==> src/rtl/rom_port_pkg.sv <==
package rom_port_pkg;

  typedef enum logic {
    MODE_BYTE = 1'b0,
    MODE_WORD = 1'b1
  } port_mode_e;

  localparam int unsigned LANE_W  = 8;
  localparam int unsigned LANES   = 2;
  localparam int unsigned WORD_W  = LANE_W * LANES;

  // Fixed content formula: low lane and high lane derived from the address.
  function automatic logic [WORD_W-1:0] cell_word(input int unsigned a);
    logic [LANE_W-1:0] lo;
    logic [LANE_W-1:0] hi;
    lo = LANE_W'(a * 13 + 1);
    hi = LANE_W'(a * 7 + 3) ^ 8'h5A;
    return {hi, lo};
  endfunction

endpackage

==> src/rtl/rom_cells.sv <==
module rom_cells
  import rom_port_pkg::*;
#(
  parameter int unsigned DEPTH = 256,
  localparam int unsigned AW   = $clog2(DEPTH)
) (
  input  logic [AW-1:0]     rd_addr,
  output logic [WORD_W-1:0] rd_word
);

  logic [WORD_W-1:0] cells [DEPTH];

  for (genvar g = 0; g < DEPTH; g++) begin : g_cell
    assign cells[g] = cell_word(g);
  end

  assign rd_word = cells[rd_addr];

endmodule

==> src/rtl/rom_lane_steer.sv <==
module rom_lane_steer
  import rom_port_pkg::*;
(
  input  logic              wide_mode,
  input  logic              a_lsb,
  input  logic [WORD_W-1:0] word_in,
  output logic [WORD_W-1:0] lanes_out
);

  port_mode_e mode;
  logic [LANE_W-1:0] half;

  assign mode = port_mode_e'(wide_mode);
  assign half = a_lsb ? word_in[WORD_W-1:LANE_W] : word_in[LANE_W-1:0];

  always_comb begin
    unique case (mode)
      MODE_WORD: lanes_out = word_in;
      default:   lanes_out = {{LANE_W{1'b0}}, half};
    endcase
  end

endmodule

==> src/rtl/rom_oe_decode.sv <==
module rom_oe_decode
  import rom_port_pkg::*;
(
  input  logic             ce_n,
  input  logic             oe_n,
  input  logic             wide_mode,
  output logic [LANES-1:0] lane_drive
);

  logic reading;

  assign reading = !ce_n && !oe_n;

  for (genvar l = 0; l < LANES; l++) begin : g_lane
    if (l == 0) begin : g_low
      assign lane_drive[l] = reading;
    end else begin : g_up
      assign lane_drive[l] = reading && wide_mode;
    end
  end

endmodule

==> src/rtl/rom_port.sv <==
module rom_port
  import rom_port_pkg::*;
#(
  parameter int unsigned DEPTH = 256,
  localparam int unsigned AW   = $clog2(DEPTH)
) (
  input  logic              clk,
  input  logic              rst_n,
  input  logic              ce_n,
  input  logic              oe_n,
  input  logic              wide_mode,
  input  logic              a_lsb,
  input  logic [AW-1:0]     word_addr,
  output logic [WORD_W-1:0] data_q,
  output logic [LANES-1:0]  lane_en
);

  logic [WORD_W-1:0] cell_rd;
  logic [WORD_W-1:0] steered;
  logic [LANES-1:0]  drive_nx;
  logic [WORD_W-1:0] lane_mask;

  rom_cells #(.DEPTH(DEPTH)) u_cells (
    .rd_addr (word_addr),
    .rd_word (cell_rd)
  );

  rom_lane_steer u_steer (
    .wide_mode (wide_mode),
    .a_lsb     (a_lsb),
    .word_in   (cell_rd),
    .lanes_out (steered)
  );

  rom_oe_decode u_oe (
    .ce_n       (ce_n),
    .oe_n       (oe_n),
    .wide_mode  (wide_mode),
    .lane_drive (drive_nx)
  );

  for (genvar l = 0; l < LANES; l++) begin : g_mask
    assign lane_mask[l*LANE_W +: LANE_W] = {LANE_W{drive_nx[l]}};
  end

  always_ff @(posedge clk or negedge rst_n) begin
    if (!rst_n) begin
      data_q  <= '0;
      lane_en <= '0;
    end else begin
      data_q  <= steered & lane_mask;
      lane_en <= drive_nx;
    end
  end

endmodule

==> config.mk <==
export PLATFORM = sky130hd
export DESIGN_NAME = rom_port
export DESIGN_NICKNAME = d
export VERILOG_FILES = /design/src/rtl/rom_port_pkg.sv /design/src/rtl/rom_cells.sv /design/src/rtl/rom_lane_steer.sv /design/src/rtl/rom_oe_decode.sv /design/src/rtl/rom_port.sv
export SDC_FILE = /design/constraint.sdc
export NUM_CORES = 1
export LEC_CHECK = 0
export BUFFER_PORTS_ARGS = -buffer_cell sky130_fd_sc_hd__buf_2
export CAP_MARGIN = 10
export CORE_AREA = 10 10 68 70
export CTS_CLUSTER_SIZE = 20
export DETAILED_ROUTE_END_ITERATION = 12
export DIE_AREA = 0 0 78 80
export GPL_TIMING_DRIVEN = 0
export PLACE_DENSITY = 0.88
export SLEW_MARGIN = 0
export SYNTH_ARGS = -nofsm -noshare
export SYNTH_HDL_FRONTEND = slang
export SYNTH_SLANG_ARGS = --single-unit
==> constraint.sdc <==
create_clock -name clk -period 0.8 [get_ports clk]
set_input_delay 0 -clock clk [delete_from_list [all_inputs] [get_ports clk]]
set_output_delay 0 -clock clk [all_outputs]
set_load 0.05 [all_outputs]
==> out/qor.yml <==
maxSlewViolCount: 0
start_util_pct: 53.1
met3_usage_pct: 4.39
min_from: "wide_mode"
ys_ff_latch: 18
startpoint_type: "input pin"
met2_usage_pct: 32.0
synth_top_family_by_area: "compound AO/OA/AOI/OAI gates"
netlist.top_cell.by_area: "dfrtp_1"
syn_to_final_growth_pct: 46.1
yosysWarnings: 0
fin_cells: 327
drcViolationCount: 0
p_clk_share_pct: 15.5
status: "finished with violations"
seqPwrFrac_pct: 35.2
setup_tns_ns: -2.98
syn_nets: 257
synth.top_cells.by_area: "dfrtp_1, o21ai_0, a21oi_1, ha_1, nor2_1"
placedCellCount: 310
grt.overflow.total: 0
htree_num_levels: 1
hold_viol: 0
fmax_ghz: 0.769
dr.pass1.iters: 5
cts_root_buf: "clkbuf_4"
intPower_mw: 1.68
drt_iter0_markers: 270
worstPathCellList: "buf_2, clkbuf_1, a21oi_1, a2bb2oi_2, nor3b_1, a311o_1"
hold_slack_ns: 0.0540
final_core_util_pct: 77.6
grt_pass1_wl_mm: 10.2
yosys.area_share.xor_xnor_pct: 1.51
min_period_ns: 1.30
gr-usage-met1_pct: 24.2
gp_congestion: 1.01
core_mm2: 0.00328
crit_path_max_fanout: 10
grt_max_degree: 19
antenna_found_initial: 0
avgViaCountPerCell: 6.31
required_ns: 0.97
synth_most_common_cell: "nor2_1"
rows: 21
post_drt_wl_per_cell_um: 18.8
synth.mux.area_fraction_pct: 1.87
layout.nets: 305
yosys.area_share.simple_pct: 24.9
fin_ws_ns: -0.501
track_usage_pct: 19.5
crit_type: "input pin to register"
endpoint_kind: "register"
ys_seq_area_share_pct: 25.8
maxCapViolations: 0
hold_class: "input pin to register"
syn_avg_cell_area_um2: 7.42
chipHeight_um: 80
cp.arrival_ns: 1.47
cts.sinks: 18
port_buffers: 29
cts_inserted_buffers: 3
setup_violations: 27
synthCells: 235
cpMaxStageDelayCell: "clkbuf_1"
ir_drop_mv: 0.502
async_reset_ff_share_pct: 100
clockBufferDepth: 2
vias: 2065
synth_compound_area_share_pct: 31.8
synth_edf_count: 0
critPathMaxStageDelay_ns: 0.50
io_pins: 32
grt_setup_unrepaired: "true"
diodes: 0
drt-total-wl_mm: 6.14
p_switching_mw: 1.07
pwr-share-comb_pct: 49.3
dominantRegCellSynth: "dfrtp_1"
clkTransAtPathRegs_ns: 0.10
synthesis.area_mm2: 0.00174
die_w_um: 78
grt_pass1_vias: 2017
die_area_mm2: 0.00624
period_share_pct: 163
hpwl_mm: 3.93
grt-busiest-layer: "met2"
yosys-top-cells-count: "nor2_1, o21ai_0, nand2_1"
whs_path_depth: 3
cts_tree: "built"
synthDominantCellAreaShare_pct: 25.8
slew_headroom_pct: 58.5
ys_types: 53
violations: "setup timing"
synth_adder_area_share_pct: 5.74
ant_nets: 0
final_layout_size_suffix_gt1_share_pct: 39.5
p_per_area_mw_per_mm2: 1080
worst_pin_slew_ns: 0.623
p_sw_share_pct: 38.8
min_to: "data_q[9]$_DFF_PN0_"
leakagePower_nw: 1.12
==> what timing repair did <==
action | CTS | global route
pin swaps | 18 | 15
buffers inserted | 12 | 2
hold buffers | 2 | 0
setup endpoints to repair | 28 | 33
hold endpoints to repair | 20 | 0
resized for setup | 75 | 24
==> stage by stage <==
| stage | power, mW | area (um2) | setup WS [ns] |
|---|---|---|---|
| after global routing | 2.89 | 2550 | -0.518 |
| after detailed placement | 2.01 | 2060 | -1.01 |
| after CTS | 2.62 | 2460 | -0.420 |
| final | 2.75 | 2550 | -0.501 |
| after global placement | 2.01 | 2060 | -0.983 |
| after floorplan | 1.75 | 1860 | -0.537 |
==> worst max-delay path, delay by kind of cell <==
kind / cells / cell delay (ns)
compound gates: 3 / 0.66
buf+inv: 2 / 0.65
simple gates: 1 / 0.15
==> state kept, by name (all words and copies together), names as in the netlist <==
| name | flops |
|---|---|
| lane_en | 2 |
| data_q | 16 |
==> cells in the final DEF (no fill, tap or decap), types with 4 or more instances in the layout <==
master    count
buf_6        30
nor2_1       23
nand2_1      18
a21oi_1      18
dfrtp_1      18
o21ai_0      13
buf_2        12
buf_4        11
o21ai_1      11
o211ai_1      8
nor2b_1       6
nand2_2       4
inv_1         4
and2_1        4
a311oi_1      4
ha_1          4
clkbuf_4      4
==> cells by family (layout without fill, tap and decap cells) <==
logic type,Yosys count,count (layout)
simple gates,89,89
compound gates,84,84
buf+inv,30,76
flops,18,18
fa+ha+maj,8,8
xor+xnor,3,3
mux,3,3
==> power by group through the flow <==
| stage | Clock, mW | Sequential [mW] | Combinational [mW] |
|---|---|---|---|
| 3_3_place_gp | 0 | 0.974 | 1.04 |
| 4_1_cts | 0.408 | 0.967 | 1.24 |
| 5_1_grt | 0.474 | 0.973 | 1.44 |
| 3_5_place_dp | 0 | 0.975 | 1.04 |
| 2_1_floorplan | 0 | 1.13 | 0.621 |
| 6_report | 0.426 | 0.969 | 1.36 |
==> area by class of cell <==
cell class | instances | area (um2)
plain buffers | 20 | 186
repair buffers | 44 | 423
fillers | 219 | 737
inverters | 9 | 43.8
clock buffers | 3 | 22.5
well taps | 46 | 57.6
flip-flops and latches | 18 | 450
multi-input cells | 187 | 1360
==> how the worst max path moves through the flow <==
stage                       startpoint                   to  slack [ns]  depth (start not counted)
after detailed placement  word_addr[0]  data_q[7]$_DFF_PN0_       -1.01                          9
final                     word_addr[6]  data_q[7]$_DFF_PN0_       -0.50                          6
after floorplan           word_addr[1]  data_q[7]$_DFF_PN0_       -0.54                          9
after CTS                 word_addr[1]  data_q[7]$_DFF_PN0_       -0.42                          9
after global routing      word_addr[1]  data_q[7]$_DFF_PN0_       -0.52                          9
after global placement    word_addr[0]  data_q[7]$_DFF_PN0_       -0.98                          9
==> routing by layer <==
metal | part of all wire, % | vias up
met5 | 0 | -
met4 | 2.8 | 0
met3 | 12 | 27
met2 | 47 | 160
met1 | 39 | 942
li1 | - | 936
(Power assumes the default switching activity.)
